$ cat config.mk
export PLATFORM = sky130hd
export DESIGN_NAME = int_div_seq
export DESIGN_NICKNAME = d
export VERILOG_FILES = /design/src/rtl/div_pkg.sv /design/src/rtl/div_prep.sv /design/src/rtl/div_step.sv /design/src/rtl/div_fix.sv /design/src/rtl/int_div_seq.sv
export SDC_FILE = /design/constraint.sdc
export NUM_CORES = 1
export LEC_CHECK = 0
export BUFFER_PORTS_ARGS = -buffer_cell sky130_fd_sc_hd__buf_2
export CAP_MARGIN = 20
export CELL_PAD_IN_SITES_DETAIL_PLACEMENT = 0
export CELL_PAD_IN_SITES_GLOBAL_PLACEMENT = 1
export CORE_MARGIN = 1.5
export CORE_UTILIZATION = 46
export DETAILED_ROUTE_END_ITERATION = 10
export GPL_TIMING_DRIVEN = 0
export PLACE_DENSITY = 0.88
export SLEW_MARGIN = 40
export SYNTH_ARGS = -nofsm -noshare
export SYNTH_HDL_FRONTEND = slang
export SYNTH_SLANG_ARGS = --single-unit
$ cat constraint.sdc
create_clock -name clk_i -period 5.83 [get_ports clk_i]
set_input_delay 0.2915 -clock clk_i [delete_from_list [all_inputs] [get_ports clk_i]]
set_output_delay 0.2915 -clock clk_i [all_outputs]
set_load 0.02 [all_outputs]
$ cat src/rtl/div_pkg.sv
package div_pkg;
  typedef enum logic [1:0] {
    OP_DIV  = 2'b00,
    OP_DIVU = 2'b01,
    OP_REM  = 2'b10,
    OP_REMU = 2'b11
  } div_op_e;

  localparam int unsigned UNS_BIT = 0;
  localparam int unsigned REM_BIT = 1;
endpackage

$ cat src/rtl/div_prep.sv
module div_prep #(
  parameter int unsigned WIDTH = 32
) (
  input  logic [1:0]       op_i,
  input  logic [WIDTH-1:0] dividend_i,
  input  logic [WIDTH-1:0] divisor_i,
  output logic [WIDTH-1:0] dvd_mag_o,
  output logic [WIDTH-1:0] dvs_mag_o,
  output logic             neg_quo_o,
  output logic             neg_rem_o
);
  import div_pkg::*;

  logic is_signed, sgn_a, sgn_b, dvs_zero;

  assign is_signed = ~op_i[UNS_BIT];
  assign sgn_a     = is_signed & dividend_i[WIDTH-1];
  assign sgn_b     = is_signed & divisor_i[WIDTH-1];
  assign dvs_zero  = (divisor_i == '0);

  assign dvd_mag_o = sgn_a ? (~dividend_i + 1'b1) : dividend_i;
  assign dvs_mag_o = sgn_b ? (~divisor_i + 1'b1) : divisor_i;

  // zero divisor keeps the all-ones quotient unsigned
  assign neg_quo_o = (sgn_a ^ sgn_b) & ~dvs_zero;
  assign neg_rem_o = sgn_a;
endmodule

$ cat src/rtl/div_step.sv
module div_step #(
  parameter int unsigned WIDTH = 32
) (
  input  logic [WIDTH-1:0] rem_i,
  input  logic [WIDTH-1:0] quo_i,
  input  logic [WIDTH-1:0] dvs_i,
  output logic [WIDTH-1:0] rem_o,
  output logic [WIDTH-1:0] quo_o
);
  logic [WIDTH:0] trial;
  logic [WIDTH:0] diff;
  logic           fits;

  assign trial = {rem_i, quo_i[WIDTH-1]};
  assign fits  = (trial >= {1'b0, dvs_i});
  assign diff  = trial - {1'b0, dvs_i};

  assign rem_o = fits ? diff[WIDTH-1:0] : trial[WIDTH-1:0];
  assign quo_o = {quo_i[WIDTH-2:0], fits};
endmodule

$ cat src/rtl/div_fix.sv
module div_fix #(
  parameter int unsigned WIDTH = 32
) (
  input  logic [WIDTH-1:0] rem_i,
  input  logic [WIDTH-1:0] quo_i,
  input  logic             neg_quo_i,
  input  logic             neg_rem_i,
  input  logic             want_rem_i,
  output logic [WIDTH-1:0] result_o
);
  logic [WIDTH-1:0] quo_s, rem_s;

  assign quo_s    = neg_quo_i ? (~quo_i + 1'b1) : quo_i;
  assign rem_s    = neg_rem_i ? (~rem_i + 1'b1) : rem_i;
  assign result_o = want_rem_i ? rem_s : quo_s;
endmodule

$ cat src/rtl/int_div_seq.sv
module int_div_seq
  import div_pkg::*;
#(
  parameter int unsigned WIDTH = 32
) (
  input  logic             clk_i,
  input  logic             rst_ni,
  input  logic             start_i,
  input  logic [1:0]       op_i,
  input  logic [WIDTH-1:0] dividend_i,
  input  logic [WIDTH-1:0] divisor_i,
  output logic             busy_o,
  output logic             done_o,
  output logic [WIDTH-1:0] result_o
);
  localparam int unsigned CNT_W = $clog2(WIDTH);
  localparam logic [CNT_W-1:0] LAST = CNT_W'(WIDTH - 1);

  logic             busy_q, done_q;
  logic [CNT_W-1:0] cnt_q;
  logic [WIDTH-1:0] rem_q, quo_q, dvs_q, result_q;
  logic             neg_quo_q, neg_rem_q, want_rem_q;

  logic [WIDTH-1:0] dvd_mag, dvs_mag, step_rem, step_quo, fix_res;
  logic             neg_quo, neg_rem, accept;

  assign accept = start_i & ~busy_q;

  div_prep #(.WIDTH(WIDTH)) u_prep (
    .op_i      (op_i),
    .dividend_i(dividend_i),
    .divisor_i (divisor_i),
    .dvd_mag_o (dvd_mag),
    .dvs_mag_o (dvs_mag),
    .neg_quo_o (neg_quo),
    .neg_rem_o (neg_rem)
  );

  div_step #(.WIDTH(WIDTH)) u_step (
    .rem_i(rem_q),
    .quo_i(quo_q),
    .dvs_i(dvs_q),
    .rem_o(step_rem),
    .quo_o(step_quo)
  );

  div_fix #(.WIDTH(WIDTH)) u_fix (
    .rem_i     (step_rem),
    .quo_i     (step_quo),
    .neg_quo_i (neg_quo_q),
    .neg_rem_i (neg_rem_q),
    .want_rem_i(want_rem_q),
    .result_o  (fix_res)
  );

  always_ff @(posedge clk_i or negedge rst_ni) begin
    if (!rst_ni) begin
      busy_q     <= 1'b0;
      done_q     <= 1'b0;
      cnt_q      <= '0;
      rem_q      <= '0;
      quo_q      <= '0;
      dvs_q      <= '0;
      neg_quo_q  <= 1'b0;
      neg_rem_q  <= 1'b0;
      want_rem_q <= 1'b0;
      result_q   <= '0;
    end else begin
      done_q <= 1'b0;
      if (accept) begin
        busy_q     <= 1'b1;
        cnt_q      <= '0;
        rem_q      <= '0;
        quo_q      <= dvd_mag;
        dvs_q      <= dvs_mag;
        neg_quo_q  <= neg_quo;
        neg_rem_q  <= neg_rem;
        want_rem_q <= op_i[REM_BIT];
      end else if (busy_q) begin
        rem_q <= step_rem;
        quo_q <= step_quo;
        cnt_q <= cnt_q + 1'b1;
        if (cnt_q == LAST) begin
          busy_q   <= 1'b0;
          done_q   <= 1'b1;
          result_q <= fix_res;
        end
      end
    end
  end

  assign busy_o   = busy_q;
  assign done_o   = done_q;
  assign result_o = result_q;

  a_r6_done_one_cycle: assert property (@(posedge clk_i) disable iff (!rst_ni)
    done_o |=> !done_o);
  a_r6_done_not_busy: assert property (@(posedge clk_i) disable iff (!rst_ni)
    done_o |-> !busy_o);
  a_r6_start_sets_busy: assert property (@(posedge clk_i) disable iff (!rst_ni)
    (start_i && !busy_o) |=> busy_o);
  a_r6_busy_ends_done: assert property (@(posedge clk_i) disable iff (!rst_ni)
    $fell(busy_o) |-> done_o);
  a_r7_busy_keeps_op: assert property (@(posedge clk_i) disable iff (!rst_ni)
    (busy_q && start_i && cnt_q != LAST) |=> ($stable(dvs_q) && $stable(want_rem_q) && busy_q));
  a_r3_rem_below_dvs: assert property (@(posedge clk_i) disable iff (!rst_ni)
    (busy_q && dvs_q != '0) |-> (rem_q < dvs_q));
  a_r8_result_held: assert property (@(posedge clk_i) disable iff (!rst_ni)
    !done_o |=> (done_o || $stable(result_o)));
endmodule

==> impl_metrics.yaml, run 1 <==
status:
  status: "finished, final reports clean"
grt:
  grt_antenna_before_repair: 1
  grt_pass1_wl_mm: 59.3
  grtUsageTotal_pct: 29.8
  grt_overflow_total: 0
  grt_pass1_vias: 10700
  grt_max_degree: 64
clock_network:
  cts_made_buffers: 17
  insertion_delay_ns: 0.44
  h-tree-depth: 4
  cts-root-buf: "clkbuf_16"
  cts_tree: "built"
  clock_path_buffers: 2
  clkTransAtPathRegs_ns: 0.06
  cts_sinks: 138
final_layout:
  final_area_um2: 13000
  fill_cells: 2401
  instances_no_fill: 1899
  regArea_um2: 3460
  n_antenna_cell: 0
  multi_input_area_um2: 7400
  final_util_pct: 53.8
  drive_gt1_share_pct: 13.9
  area_delta_synth_final_pct: 15.0
  nets: 1670
drt:
  dr.pass1.iters: 7
  routedWlPerCell_um: 20.0
  finalWirelength_mm: 37.9
  drc: 0
  final_antenna_net_count: 0
  num_vias: 11500
  first_iter_violations: 1059
  viasPerCell: 6.03
critical_path:
  cp_max_fo: 10
  crit_arrival_ns: 5.87
  endpoint_kind: "register"
  start_kind: "register"
  crit_type: "register to register"
  required_ns: 6.13
yosys:
  synth_nets: 1548
  postSynthCellCount: 1440
  synthArstFlopShare_pct: 100
  avgSynthCellArea_um2: 7.88
  synth_seq_cells: 138
  yosysSeqAreaShare_pct: 30.5
  yosysUniqueCellTypes: 87
  synth-edff-count: 0
  synth_top_flop_cell: "dfrtp_1"
  syn_area_um2: 11300
  ys_warn_count: 0
timing:
  relSlewSlack_pct: 46.1
  report.final.hold_viol_count: 0
  setup_violations: 0
  tns_ns: 0
  skew_ns: 0.0138
  min_period_over_period_pct: 95.6
  fmax_mhz: 179
  finalCriticalPeriod_ns: 5.57
  slew_violations: 0
  tightest_slew_ns: 0.809
floorplanning:
  die_y_um: 160
  die-area_um2: 25600
  start_util_pct: 46.8
  ios: 103
  fp.dieW_um: 160
  core_um2: 24200
  fp-row-count: 57
placement:
  dp.cells: 1868
  placed_area_um2: 12300
  port_buffers: 102
  dp_hpwl_mm: 29.9
  gp_congestion: 0.926
min_path:
  min_path_type: "primary input to register"
flow_run:
  max_cap_viol_count: 0
-- sequential cells by signal, summed over array words and instances (netlist names), 5 cells and up --
signal / count
cnt_q: 5
dvs_q: 32
quo_q: 32
rem_q: 32
result_o: 32
-- synth_stat cells (6+ instances only) --
cell / number / share of area [%]
a211oi_1: 13 / 0.86
a21o_1: 16 / 1.1
a21oi_1: 84 / 3.7
a22oi_1: 9 / 0.60
a31oi_1: 17 / 0.94
and2_1: 9 / 0.50
and3_1: 10 / 0.55
buf_1: 6 / 0.20
clkbuf_1: 62 / 2.1
dfrtp_1: 138 / 30
ha_1: 38 / 4.2
inv_1: 61 / 2.0
mux2_2: 12 / 1.2
mux2i_1: 21 / 1.9
nand2_1: 205 / 6.8
nand2b_1: 18 / 0.99
nand3_1: 20 / 0.88
nand3b_1: 21 / 1.4
nand4_1: 15 / 0.83
nor2_1: 80 / 2.6
nor3_1: 24 / 1.1
nor4_1: 17 / 0.94
o211ai_1: 9 / 0.60
o21a_1: 6 / 0.40
o21ai_0: 213 / 9.4
o21ai_1: 8 / 0.35
o31ai_1: 30 / 2.0
o41ai_1: 11 / 0.85
or2_2: 6 / 0.33
or3_1: 23 / 1.3
or4_1: 9 / 0.60
xnor2_1: 66 / 5.1
xor2_1: 70 / 5.4
-- final timing paths --
check                                         startpoint                  endpoint  slack [ns]  cells after the start
worst min register to register  result_o[16]$_DFFE_PN0P_  result_o[16]$_DFFE_PN0P_        0.48                      2
worst max register to register     rem_q[14]$_DFFE_PN0P_  result_o[24]$_DFFE_PN0P_        0.26                     21
max in group asynchronous                         rst_ni     rem_q[13]$_DFFE_PN0P_        4.67                      4
worst max-delay path               rem_q[14]$_DFFE_PN0P_  result_o[24]$_DFFE_PN0P_        0.26                     21
worst min-delay path                             op_i[1]    want_rem_q$_DFFE_PN0P_         0.1                      2
min in group asynchronous                         rst_ni   result_o[5]$_DFFE_PN0P_        0.26                      2
-- cell families after synthesis --
family | count (synthesis) | share of synthesized area (%)
simple gates | 485 | 21.0
flops | 138 | 30.5
buf+inv | 143 | 5.24
compound gates | 465 | 25.3
mux | 34 | 3.17
xor+xnor | 136 | 10.5
fa+ha+maj | 39 | 4.37
-- worst max-delay path, cell delays in order (launching register included) --
cell and delay (ns):
dfrtp_1 0.47, ha_1 0.43, nand4_1 0.16, nand2b_1 0.21
nand3b_1 0.20, a21oi_4 0.09, a2111oi_4 0.50, nand2_4 0.22
inv_4 0.17, clkbuf_4 0.26, mux2i_2 0.31, ha_1 0.28
inv_1 0.09, or4_2 0.72, nor2_1 0.18, nand3_1 0.11
nor3_2 0.15, a31oi_1 0.09, nor3_2 0.29, a21oi_1 0.13
xnor2_1 0.25, o21ai_0 0.11
-- layer usage --
metal	up-vias	part of all wire [%]	track usage (%)
met4	2	2.4	9.94
met5	-	0.034	0
met1	5490	45	42.0
met3	73	8.3	6.31
li1	5404	-	-
met2	481	44	45.4
-- stage by stage --
stage	setup slack, ns	hold WS (ns)
final	0.257	0.0982
after global routing	-0.0559	0.102
after floorplan	1.02	-0.00409
after global placement	-0.537	0.459
after detailed placement	-0.400	0.115
after CTS	0.00828	0.0964
-- area by class of cell --
cell class | instances | area share [%]
multi-input combinational | 1159 | 56.7
clock buffer | 21 | 3.61
sequential | 138 | 26.5
buffer | 77 | 2.79
tap | 324 | 3.11
clock inverter | 11 | 0.835
inverter | 62 | 1.80
timing repair buffer | 107 | 4.61
-- layout by cell type (no fill, tap or decap), types with 30 or more instances in the layout --
cell type,netlist,layout
nand2_1,205,205
xnor2_1,66,66
clkbuf_1,62,58
a21oi_1,84,78
nor2_1,80,80
o31ai_1,30,30
dfrtp_1,138,134
ha_1,38,36
inv_1,61,61
xor2_1,70,70
o21ai_0,213,211
buf_2,4,102
-- what timing repair did --
item | CTS | global route
pin swaps | 1 | 3
setup endpoints to repair | 10 | 10
hold buffers | 1 | 0
buffers inserted | 0 | 2
hold endpoints to repair | 77 | 0
resized for setup | 7 | 31
Power of run 1 is not shown: default switching activity piles up to over one toggle a cycle in this logic, so the estimate is an artifact.
==> run 2: changes to the inputs <==
CORE_UTILIZATION = 45   (was 46)
PLACE_DENSITY = 0.87   (was 0.88)
==> run 2 against run 1 <==
Compared with the run above:
- wire length up 0.35%
- global-route usage shrank 0.44 points
- register-to-register slack got worse by 0.11 ns
==> impl_metrics.yaml, run 2 (synthesized netlist as in run 1, its figures left out) <==
placement:
  gp_congestion: 0.934
  dp_hpwl_mm: 30.2
  dp.cells: 1868
  dpl_worst_slack_ns: -0.532
  port_buffers: 102
floorplanning:
  die-area_um2: 26200
  fp-row-count: 57
  core_um2: 24500
  die_y_um: 162
  fp.dieW_um: 162
  start_util_pct: 46.2
  ios: 103
timing:
  tightest_slew_ns: 0.769
  skew_ns: 0.0142
  report.final.hold_viol_count: 0
  finalCriticalPeriod_ns: 5.68
  setup_violations: 0
  slew_violations: 0
  fin_ws_ns: 0.150
  fmax_mhz: 176
  relSlewSlack_pct: 48.1
  min_period_over_period_pct: 97.4
critical_path:
  endpoint_kind: "register"
  start_kind: "register"
  reg2reg_to: "result_o[30]$_DFFE_PN0P_"
  crit_arrival_ns: 6.00
  cp_max_fo: 19
  reg2regPathDepth: 24
  r2r_start: "rem_q[9]$_DFFE_PN0P_"
  r2r_slack_ns: 0.15
  crit_type: "register to register"
  required_ns: 6.15
  worstSetupStartpoint: "rem_q[9]$_DFFE_PN0P_"
  cp-endpoint: "result_o[30]$_DFFE_PN0P_"
drt:
  dr.pass1.iters: 7
  drc: 0
  finalWirelength_mm: 38.1
  first_iter_violations: 1246
  final_antenna_net_count: 0
  num_vias: 11500
  routedWlPerCell_um: 20.0
  viasPerCell: 6.04
grt:
  grt_antenna_before_repair: 0
  grt_pass1_wl_mm: 59.6
  grtUsageTotal_pct: 29.3
  grt_overflow_total: 0
  grt_max_degree: 63
  grt_pass1_vias: 10500
final_layout:
  nets: 1675
  final_common_cell: "o21ai_0"
  final_cell_mix: "213 x o21ai_0, 205 x nand2_1, 138 x dfrtp_1"
  instances_no_fill: 1905
  drive_gt1_share_pct: 13.7
  area_delta_synth_final_pct: 15.2
  final_util_pct: 53.2
clock_network:
  cts_tree: "built"
  cts_made_buffers: 17
  cts_sinks: 138
  h-tree-depth: 4
  cts-root-buf: "clkbuf_16"
  insertion_delay_ns: 0.44
  clkTransAtPathRegs_ns: 0.07
  clock_path_buffers: 2
status:
  status: "finished, final reports clean"
flow_run:
  max_cap_viol_count: 0
min_path:
  min_path_type: "primary input to register"
-- run 2: cell count changes in the layout (fill, tap and decap cells not counted), moves of 2 or more --
cell / before / now
inv_6: 4 / 2
o21ai_0: 211 / 213
inv_8: 1 / 3
nor3_1: 21 / 23
clkinv_4: 0 / 3
dfrtp_2: 4 / 0
buf_6: 5 / 3
clkbuf_8: 4 / 2
dfrtp_1: 134 / 138
buf_4: 4 / 12
nor3_2: 3 / 1
o21ai_1: 9 / 7
-- run 2: layer usage --
| metal | share of wire, % | wire length (um) | vias to the layer above | GRT usage, % |
|---|---|---|---|---|
| met5 | 0 | 0 | - | 0 |
| met4 | 2.0 | 765 | 0 | 7.71 |
| met3 | 8.3 | 3170 | 61 | 4.24 |
| met2 | 44 | 16700 | 498 | 44.1 |
| met1 | 46 | 17400 | 5535 | 43.9 |
| li1 | - | - | 5420 | - |
-- run 2: final cells by class --
cell class / count / area (um2)
Clock buffer: 19 / 443
Multi-Input combinational cell: 1159 / 7370
Tap cell: 324 / 405
Clock inverter: 13 / 158
Buffer: 75 / 342
Inverter: 62 / 234
Antenna cell: 1 / 2.50
Fill cell: 2360 / 11500
Timing Repair Buffer: 114 / 653
Sequential cell: 138 / 3450
-- run 2: critical path, stage by stage (launching register included) --
cell	delay [ns]
dfrtp_1	0.49
ha_1	0.33
buf_2	0.21
nand4_1	0.23
nor4b_4	0.42
nand3b_1	0.17
a21oi_2	0.26
a2111oi_4	0.11
nand2_4	0.16
buf_6	0.25
buf_4	0.27
a21oi_1	0.13
inv_1	0.09
ha_1	0.23
inv_1	0.10
or4_2	0.71
nor2_1	0.17
nand3_1	0.09
nor3_1	0.19
a31oi_1	0.11
nor3_2	0.25
buf_4	0.16
a41oi_1	0.14
xnor2_1	0.19
a21oi_1	0.08
-- run 2: worst min path at each step --
stage / slack, ns / start / to / depth (start not counted)
final: 0.09 / op_i[1] / want_rem_q$_DFFE_PN0P_ / 2
after global routing: 0.08 / op_i[1] / want_rem_q$_DFFE_PN0P_ / 2
after global placement: 0.46 / result_o[10]$_DFFE_PN0P_ / result_o[10]$_DFFE_PN0P_ / 2
after floorplan: -0.004 / rst_ni / busy_o$_DFF_PN0_ / 0
after CTS: 0.08 / op_i[1] / want_rem_q$_DFFE_PN0P_ / 2
after detailed placement: 0.12 / rst_ni / result_o[3]$_DFFE_PN0P_ / 1
-- run 2: repair_timing --
action	in CTS	in global routing
hold buffers	1	0
buffers inserted	0	9
resized for setup	7	16
endpoints found under the setup margin	11	10
endpoints found under the hold margin	78	0
pin swaps	1	5
-- run 2: per-stage QoR --
stage / instance area [um2] / hold WS [ns] / setup TNS, ns
after floorplan: 11300 / -0.00409 / 0
after global routing: 13100 / 0.0828 / -0.0822
after global placement: 12300 / 0.461 / -3.83
after detailed placement: 12300 / 0.120 / -3.75
final: 13100 / 0.0860 / 0
after CTS: 13000 / 0.0841 / 0
Power of run 2 is left out for the same reason.
==> run 3: changes to the inputs <==
REMOVE_ABC_BUFFERS = 1   (was not set)
==> run 3 against run 2 <==
Compared with the run above:
- global-route usage decreased by 4.5 points
- critical path type unchanged
- fmax is 1.4% higher
- clock skew is 0.0038 ns lower
- hold slack improved by 0.012 ns
- utilization decreased by 1.4 points
==> impl_metrics.yaml, run 3 (synthesized netlist as in run 1, its figures left out) <==
grt:
  grt_pass1_vias: 9921
  grt_max_degree: 73
  grt_pass1_wl_mm: 52.0
  grt_overflow_total: 0
  grtUsageTotal_pct: 24.8
  grt_antenna_before_repair: 1
drt:
  routedWlPerCell_um: 17.9
  dr.pass1.iters: 6
  final_antenna_net_count: 0
  first_iter_violations: 764
  viasPerCell: 5.93
  num_vias: 10800
  finalWirelength_mm: 32.6
  drc: 0
critical_path:
  endpoint_kind: "register"
  worstSetupStartpoint: "rem_q[19]$_DFFE_PN0P_"
  r2r_slack_ns: 0.23
  start_kind: "register"
  crit_arrival_ns: 5.91
  crit_path_cell_trace: "ha_2 > nand4_1 > nor4b_4 > nand3b_1 > a21oi_2 > a2111oi_4 > buf_4 > nand2_8 > clkinv_8 > mux2i_1 > ha_1 > inv_1 > or4_2 > nor2_1 > nand3_1 > nor3_1 > a31oi_1 > nor3_2 > a41oi_1 > xnor2_1 > a21oi_1"
  crit_type: "register to register"
  reg2regPathDepth: 21
  required_ns: 6.14
  cp_max_fo: 28
  cp-endpoint: "result_o[30]$_DFFE_PN0P_"
  r2r_start: "rem_q[19]$_DFFE_PN0P_"
  reg2reg_to: "result_o[30]$_DFFE_PN0P_"
  max_stage_delay_ns: 0.71
  cp_slowest_cell: "or4_2"
timing:
  setup_violations: 0
  tightest_slew_ns: 0.786
  slew_violations: 0
  tns_ns: 0
  min_period_over_period_pct: 96.1
  fmax_mhz: 178
  report.final.hold_viol_count: 0
  rsz0062_at_grt: "false"
  relSlewSlack_pct: 47.4
  finalCriticalPeriod_ns: 5.60
  skew_ns: 0.0104
floorplanning:
  start_util_pct: 46.2
  core_um2: 24500
  fp.dieW_um: 162
  die_y_um: 162
  ios: 103
  die-area_um2: 26200
  fp-row-count: 57
clock_network:
  clkTransAtPathRegs_ns: 0.06
  cts_sinks: 138
  clock_path_buffers: 2
  cts-root-buf: "clkbuf_16"
  cts_tree: "built"
  h-tree-depth: 4
  cts_made_buffers: 17
  insertion_delay_ns: 0.43
final_layout:
  drive_gt1_share_pct: 14.1
  nets: 1599
  final_cell_mix: "212 x o21ai_0, 203 x nand2_1, 133 x dfrtp_1"
  area_delta_synth_final_pct: 12.1
  final_common_cell: "o21ai_0"
  n_antenna_cell: 0
placement:
  port_buffers: 102
  gp_congestion: 0.877
  dp_hpwl_mm: 23.9
min_path:
  min_path_type: "primary input to register"
  whs_path_depth: 2
flow_run:
  max_cap_viol_count: 0
status:
  status: "finished, final reports clean"
run 3: changes by cell type in the layout (fill, tap and decap cells not counted), moves of 4 or more:
cell | before | now
ha_2 | 3 | 7
clkbuf_1 | 57 | 0
dfrtp_1 | 138 | 133
ha_1 | 35 | 31
buf_1 | 6 | 0
buf_4 | 12 | 6
run 3: cell type report:
cell class / count / area (um2)
inverter: 62 / 245
tap: 324 / 405
timing repair buffer: 112 / 658
sequential: 138 / 3460
clock inverter: 10 / 70.1
clock buffer: 20 / 467
fill: 2494 / 11800
multi-input combinational: 1160 / 7400
run 3: what timing repair did:
action                                  CTS  global route
hold endpoints to repair                 66             0
setup buffers                             2             2
gates resized for setup                   9            14
pin swaps                                 2             3
cloned                                    0             1
hold buffers                              1             0
endpoints found under the setup margin   12            10
run 3: worst min path at each step:
| stage | from | to | slack (ns) |
|---|---|---|---|
| after floorplan | rst_ni | busy_o$_DFF_PN0_ | -0.004 |
| after global placement | result_o[8]$_DFFE_PN0P_ | result_o[8]$_DFFE_PN0P_ | 0.46 |
| after detailed placement | rst_ni | result_o[7]$_DFFE_PN0P_ | 0.28 |
| after CTS | op_i[1] | want_rem_q$_DFFE_PN0P_ | 0.09 |
| after global routing | op_i[1] | want_rem_q$_DFFE_PN0P_ | 0.11 |
| final | op_i[1] | want_rem_q$_DFFE_PN0P_ | 0.1 |
run 3: through the flow:
stage | setup slack (ns) | hold WS [ns] | util [%] | area, um2 | instances
2_1_floorplan | 0.558 | -0.00409 | - | 11000 | 1359
3_3_place_gp | -1.14 | 0.459 | 48.5 | 11900 | 1785
3_5_place_dp | -1.16 | 0.285 | 49.0 | 12000 | 1790
4_1_cts | 0.0555 | 0.0877 | 51.5 | 12600 | 1823
5_1_grt | 0.0415 | 0.107 | 51.8 | 12700 | 1826
6_report | 0.227 | 0.0982 | 51.8 | 12700 | 1826
run 3: critical path, delay by kind of cell, from the launching register on:
family | cells | cell delay [ns]
and+or+nand+nor | 9 | 2.40
adders and majority gates | 2 | 0.78
AOI/OAI and AO/OA | 5 | 0.76
buffers and inverters | 3 | 0.50
DFF | 1 | 0.48
muxes | 1 | 0.29
xor gates and xnor gates | 1 | 0.23
run 3: routing by layer:
metal  GRT usage, %  routed length (um)  up-vias
met5              0                   0        -
met4           5.75                 439        0
met3           3.19                1730       35
met2           40.4               15400      327
met1           35.1               15100     5211
li1               -                   -     5262
Power of run 3 is left out for the same reason.
